==> config.mk <==
export PLATFORM = sky130hd
export DESIGN_NAME = xbar_arb
export DESIGN_NICKNAME = d
export VERILOG_FILES = /design/src/rtl/xbar_arb.sv
export SDC_FILE = /design/constraint.sdc
export NUM_CORES = 1
export LEC_CHECK = 0
export ABC_AREA = 1
export BUFFER_PORTS_ARGS = -buffer_cell sky130_fd_sc_hd__clkbuf_2
export CAP_MARGIN = 20
export CORE_AREA = 2 2 231 233
export CTS_CLUSTER_SIZE = 24
export DETAILED_ROUTE_END_ITERATION = 10
export DIE_AREA = 0 0 233 235
export HOLD_SLACK_MARGIN = 0.03
export PLACE_DENSITY_LB_ADDON = 0.3
export SLEW_MARGIN = 20
export SYNTH_ARGS = -nofsm -noshare
export SYNTH_HDL_FRONTEND = slang
export SYNTH_SLANG_ARGS = --single-unit
==> constraint.sdc <==
create_clock -name clk -period 2.8 [get_ports clk]
set_input_delay 0.56 -clock clk [delete_from_list [all_inputs] [get_ports clk]]
set_output_delay 0.56 -clock clk [all_outputs]
set_load 0.01 [all_outputs]
==> src/rtl/xbar_arb.sv <==
module xbar_arb #(
  parameter int N_M = 4,
  parameter int N_T = 3,
  parameter int AW  = 16,
  parameter int DW  = 32,
  parameter int CPU = 0
) (
  input  logic                   clk,
  input  logic                   rst_n,
  input  logic                   cfg_we,
  input  logic [1:0]             cfg_mode,
  input  logic [$clog2(N_M)-1:0] cfg_top,
  input  logic [N_M-1:0]         m_req,
  input  logic [N_M-1:0]         m_we,
  input  logic [N_M*AW-1:0]      m_addr,
  input  logic [N_M*DW-1:0]      m_wdata,
  output logic [N_M-1:0]         m_gnt,
  output logic [N_M-1:0]         m_done,
  output logic [N_M*DW-1:0]      m_rdata,
  output logic [N_T-1:0]         t_req,
  output logic [N_T-1:0]         t_we,
  output logic [N_T*AW-1:0]      t_addr,
  output logic [N_T*DW-1:0]      t_wdata,
  input  logic [N_T-1:0]         t_done,
  input  logic [N_T*DW-1:0]      t_rdata
);
  localparam int MIW = $clog2(N_M);
  localparam int TSW = (N_T > 1) ? $clog2(N_T) : 1;

  logic [1:0]                mode_q;
  logic [MIW-1:0]            top_q;
  logic [N_T-1:0]            busy;
  logic [N_T-1:0][MIW-1:0]   own;
  logic [N_T-1:0][MIW-1:0]   last;
  logic [N_M-1:0][TSW-1:0]   msel;

  always_ff @(posedge clk) begin
    if (!rst_n) begin
      mode_q <= '0;
      top_q  <= '0;
    end else if (cfg_we) begin
      mode_q <= cfg_mode;
      top_q  <= cfg_top;
    end
  end

  function automatic logic [MIW:0] pick(input logic [N_M-1:0] rq,
                                        input logic [MIW-1:0] start,
                                        input logic cpu_last);
    logic [MIW:0] r;
    r = '0;
    for (int k = N_M - 1; k >= 0; k--) begin
      int idx;
      idx = (int'(start) + k) % N_M;
      if (rq[idx] && !(cpu_last && idx == CPU)) r = {1'b1, MIW'(idx)};
    end
    if (!r[MIW] && cpu_last && rq[CPU]) r = {1'b1, MIW'(CPU)};
    return r;
  endfunction

  for (genvar m = 0; m < N_M; m++) begin : g_dec
    logic [TSW-1:0] hi;
    assign hi      = m_addr[m*AW+AW-1 -: TSW];
    assign msel[m] = (int'(hi) >= N_T) ? TSW'(N_T - 1) : hi;
  end

  for (genvar t = 0; t < N_T; t++) begin : g_tgt
    logic [N_M-1:0] rq;
    logic [MIW-1:0] start;
    logic [MIW:0]   win;

    for (genvar m = 0; m < N_M; m++) begin : g_rq
      assign rq[m] = m_req[m] && (int'(msel[m]) == t);
    end

    assign start = (mode_q == 2'd2) ? MIW'((int'(last[t]) + 1) % N_M) : top_q;
    assign win   = pick(rq, start, mode_q == 2'd1);

    always_ff @(posedge clk) begin
      if (!rst_n) begin
        busy[t] <= 1'b0;
        own[t]  <= '0;
        last[t] <= MIW'(N_M - 1);
      end else if (busy[t]) begin
        if (t_done[t]) busy[t] <= 1'b0;
      end else if (win[MIW]) begin
        busy[t] <= 1'b1;
        own[t]  <= win[MIW-1:0];
        last[t] <= win[MIW-1:0];
      end
    end

    assign t_req[t]              = busy[t];
    assign t_we[t]               = busy[t] && m_we[own[t]];
    assign t_addr[t*AW +: AW]    = busy[t] ? m_addr[own[t]*AW +: AW] : '0;
    assign t_wdata[t*DW +: DW]   = busy[t] ? m_wdata[own[t]*DW +: DW] : '0;
  end

  always_comb begin
    m_gnt   = '0;
    m_done  = '0;
    m_rdata = '0;
    for (int t = 0; t < N_T; t++) begin
      if (busy[t]) begin
        m_gnt[own[t]]               = 1'b1;
        m_done[own[t]]              = t_done[t];
        m_rdata[own[t]*DW +: DW]    = t_rdata[t*DW +: DW];
      end
    end
  end
endmodule

# ---- Word-level counts from Yosys, hierarchy flattened
# Cells that the tools add are included.
dict set report op_classes {
  n_eq_ne 10
  n_shift 12
  n_reduce_logical 91
  order_cmp 22
  bitwise 16
  mux 95
  addsub 15
}
# operator n
set op_table {}
lappend op_table {{32-bit logical NOT} 12}
lappend op_table {{128-bit 2-to-1 mux} 3}
lappend op_table {{32-bit by 34-bit variable shift with 128-bit output (first input constant)} 3}
lappend op_table {{128-bit by 8-bit indexed part select with 32-bit output} 3}
lappend op_table {{32-bit by 34-bit indexed part select with 128-bit output} 3}
lappend op_table {{128-bit bitwise mux} 2}
lappend op_table {{64-bit by 7-bit indexed part select with 16-bit output} 3}
lappend op_table {{128-bit bitwise AND} 1}
lappend op_table {{7-bit negator with 34-bit output} 3}
lappend op_table {{32-bit 2-to-1 mux} 3}
lappend op_table {{1-bit logical AND} 48}
lappend op_table {{16-bit 2-to-1 mux} 3}
lappend op_table {{3-bit 2-to-1 mux} 15}
lappend op_table {{3-bit by 4-bit < comparator with 1-bit output (second input constant)} 9}
lappend op_table {{1-bit 2-to-1 mux} 36}
lappend op_table {{1-bit binary-select mux with 2-bit select} 15}
lappend op_table {{4-bit 2-to-1 mux} 6}
lappend op_table {{2-bit equality test (second input constant)} 9}
lappend op_table {{2-bit by 3-bit < comparator with 1-bit output (second input constant)} 6}
lappend op_table {{2-bit OR reduction} 9}
lappend op_table {{1-bit logical NOT} 15}
lappend op_table {{2-bit 2-to-1 mux} 7}
lappend op_table {{2-bit by 1-bit adder with 2-bit output (second input constant)} 6}
lappend op_table {{2-bit adder (second input constant)} 6}
lappend op_table {{other kinds (11)} 35}
dict set report word_totals {
  input_bits 306
  out_inout_bits 286
  wordCells 272
  register_bits 19
}

# ---- Longest topological paths before layout
dict set report logic_depth {
  word_depth 19
  depth_mapped 18
  mapped_depth_nobuf 18
}

# ---- Worst setup path after synthesis
# Ideal clock, no wire load.
dict set report synth_timing {
  path_type {register to output}
  from {register own[3] (netlist name)}
  to {output m_rdata[86]}
  slack_ns -0.204
  arrival_ns 2.444
  n_path_buf 3
  stages_incl_launch_ff 10
  cell_sequence {dfxtp_1 > clkbuf_1 > clkbuf_1 > inv_1 > ha_1 > inv_1 > nor3_1 > clkbuf_1 > a32oi_1 > o21ai_0}
}
dict set report synth_via {
  elab_chain_cells 6
  word_cells_on_any_way 7
  classes_between {1 x add/sub; 2 x shift; 4 x mux}
}
# item line_no
set synth_rtl {}
lappend synth_rtl {{start: declaration} 33} ;# logic [N_T-1:0][MIW-1:0] own;
lappend synth_rtl {{start signal: indexed assignment} 88} ;# own[t] <= win[MIW-1:0];
lappend synth_rtl {{7-bit negator with 34-bit output (*)} 107} ;# m_rdata[own[t]*DW +: DW] = t_rdata[t*DW +: DW];
lappend synth_rtl {{32-bit by 34-bit indexed part select with 128-bit output / 32-bit by 34-bit variable shift with 128-bit output (equally long branches)} 107}
lappend synth_rtl {{128-bit bitwise mux (*)} 107}
lappend synth_rtl {{128-bit 2-to-1 mux (*)} 104} ;# if (busy[t]) begin
lappend synth_rtl {{128-bit bitwise mux} 107}
lappend synth_rtl {{128-bit 2-to-1 mux (*)} 104}
lappend synth_rtl {{end: declaration} 19} ;# output logic [N_M*DW-1:0] m_rdata,
# Every way passes the cells marked *; elsewhere a longest branch is shown, timed or not.

# ---- Worst setup path in the final report
dict set report layout_timing {
  from {register own[4] (netlist name)}
  to {output t_wdata[85]}
}
dict set report layout_via {
  elab_chain_cells 2
}
# item line_no
set layout_rtl {}
lappend layout_rtl {{128-bit by 8-bit indexed part select with 32-bit output} 96} ;# assign t_wdata[t*DW +: DW] = busy[t] ? m_wdata[own[t]*DW +: DW] : '0;
lappend layout_rtl {{32-bit 2-to-1 mux} 96}
lappend layout_rtl {{end: declaration} 23} ;# output logic [N_T*DW-1:0] t_wdata,
# Every way passes these cells.

==> metrics <==
first-pass GRT wire length=88700 um; Yosys cell types=34; register area share after synthesis=3.80%; Final Hold Fails=0; CP Data Arrival Time=2.23 ns; Synth area leaders=a21oi_1 18%, nand2_1 13%, o211ai_1 11%, o21ai_0 11%, nand3_1 7.0%; Post-DRT Antenna Nets=0; Synth Cell Area=10000 um2; initial antenna violation count=0; core area=52200 um2; Setup Skew=0.00153 ns; Final Cycle Share=99.7%; Via-to-Cell Ratio=5.31; Fillers=6018; Post-Syn Nets=2266; TritonCTS Buffers=3; Cells on Worst Hold Path=2; clk slew on worst S/H paths=0.05 ns; worst path cell trace=buf_12 > o21ai_0 > a21oi_1 > clkbuf_2; power consumption=0.00821 W; Tmin final=2.79 ns; drt total wl=61900 um; crit-path max cell delay=0.49 ns; Levels on crit path=4; Seq cells post-synth=19; EDFF count, synth=0; DRC=0; Setup crit start kind=flop; Initial Utilization=19.2%; outcome=completed; critical path's top delay family=compound AO/OA/AOI/OAI gates; CTS tree=done; critical path required time=2.24 ns; Avg Synthesized Cell Area=5.19 um2; Hold Path Sink=last[1]; via count of the first global-routing pass=14434; worst reg2reg path depth=16; Peak VDD IR=0.000503 V; H-tree depth=1; Die W=233 um; clock root buffer=clkbuf_16; CTS sink count=19; GRT Overall Usage=20.1%; routed vias=16484; row count=84; area growth from synthesis to layout=44.0%; Synth top area share=17.9%; Max-cap violations=0; Post-DP HPWL=45300 um; DIE HEIGHT=235 um; share of cells above drive strength 1=31.2%; Leak Pwr=6.39 nW; Sum Neg Setup Slack=0 ns; diode count=0; Setup crit end kind=output pin; FMAX=0.358 GHz; class of the worst hold path=reg -> reg; worst reg2reg path startpoint=mode_q[0]; Slowest-stage cell, CP=o21ai_0; power density over the cells=570 nW/um2; Routed WL per cell=19.9 um; worst path bufs/invs=2; Final #Nets=2759; CP max FO=167; Min-Delay Startpoint=last[1]; WS Path Type=reg -> out; router iterations before antenna repair=6; area leader, netlist=a21oi_1; r2r setup slk=0.23 ns; Synthesis Warnings=0; measured slew at the worst slew-check pin=0.982 ns; DRC marker count from the first detailed-route iteration=2016; clock latency on the worst-skew pair=0.25 ns; gr ovfl total=0; final setup vio count=0; Main synth FF type=dfxtp_1; Die ar.=54800 um2; Final Slew Violations=0; Max transition margin=34.5%; Post-synth ARST share=0%; Mapped Cells=1927; worst r2r dst=t_req[2]; port bufs=591; CTS max path bufs=2; largest net degree at the start of global routing=170; I/O pin count=592; Final GP Congestion=1.01
[routing by layer]
metal	global-route usage (%)	routed length, um	up-vias
met5	0	0	-
met4	4.96	1920	0
met3	4.22	7360	133
met2	32.4	27500	1068
met1	27.2	25100	7438
li1	-	-	7845
[cell usage in the layout (no fill, tap or decap), types with 4 or more instances in the layout]
master	synthesis	routed
a21oi_1	358	357
a22oi_1	32	32
a32oi_1	30	30
buf_12	0	20
buf_2	18	4
buf_4	0	47
buf_6	1	5
clkbuf_16	0	9
clkbuf_2	0	587
dfxtp_1	19	13
dfxtp_4	0	6
ha_1	33	28
inv_1	173	168
inv_2	4	9
nand2_1	346	339
nand2_2	15	22
nand3_1	139	136
nand3_2	10	12
nand4_1	4	4
nor2_1	92	92
nor3_1	6	4
o211ai_1	144	144
o21ai_0	215	205
o21ai_1	4	12
o22ai_1	95	92
[per-stage QoR]
step	std cells	util, %	setup slack [ns]	hold WS, ns	area, um2
3_3_place_gp	3091	26.7	0.131	0.490	13900
4_1_cts	3099	27.0	0.00433	0.500	14100
3_5_place_dp	3091	26.7	0.113	0.491	13900
2_1_floorplan	1927	-	0.0346	0.463	10000
6_report	3107	27.6	0.00941	0.504	14400
5_1_grt	3107	27.6	-0.00569	0.547	14400
[where the power goes]
part	total (W)	internal [W]	switching, W
clock	0.000297	0.000192	0.000105
sequential	0.000439	0.000351	0.0000877
combinational	0.00748	0.00256	0.00492
total	0.00821	0.00310	0.00511
[synthesized netlist by cell type (4+ instances only)]
| cell | instances |
|---|---|
| nor3_1 | 6 |
| buf_1 | 23 |
| a22oi_1 | 32 |
| o21ai_1 | 4 |
| clkinv_1 | 7 |
| nand2_2 | 15 |
| inv_1 | 173 |
| o21ai_0 | 215 |
| a32oi_1 | 30 |
| o22ai_1 | 95 |
| inv_2 | 4 |
| ha_1 | 33 |
| nor2_1 | 92 |
| nand4_1 | 4 |
| nand2_1 | 346 |
| nand3_1 | 139 |
| clkbuf_1 | 142 |
| buf_2 | 18 |
| dfxtp_1 | 19 |
| o211ai_1 | 144 |
| a21oi_1 | 358 |
| nand3_2 | 10 |
[worst min-delay path, delay by kind of cell (launching register included)]
family,cells,cell delay (ns)
flops,1,0.32
simple gates,2,0.13
[flip-flops by register name (all words and copies together), names as in the netlist]
name / cells
last: 6
mode_q: 2
own: 6
t_req: 3
top_q: 2
[worst max path at each step]
stage                start            to
finish              own[4]   t_wdata[85]
global route        own[4]  m_rdata[105]
CTS                 own[4]   m_rdata[45]
detailed placement  own[0]  m_rdata[112]
global placement    own[2]  m_rdata[112]
floorplan           own[1]   m_rdata[10]
[repair_timing]
item,CTS,global route
gates resized for setup,16,46
hold buffers,0,0
setup endpoints to repair,58,105
buffers inserted,3,3
pin swaps,1,2
cloned,1,6
[cells by family after synthesis]
| group | after synthesis | share of synthesized area [%] |
|---|---|---|
| xor+xnor | 3 | 0.263 |
| flops | 19 | 3.80 |
| simple gates | 620 | 26.5 |
| compound gates | 883 | 51.1 |
| buf+inv | 369 | 14.2 |
| fa+ha+maj | 33 | 4.13 |
[area by class of cell]
cell class	instances	area (um2)	share of cell area, %
clock inverters	1	5.00	0.0347
clock buffers	3	75.1	0.521
inverters	185	723	5.02
flip-flops and latches	19	403	2.80
repair buffers	672	3980	27.6
multi-input cells	1539	8370	58.1
well taps	688	861	5.97
Power figures use the tool's default switching activity.
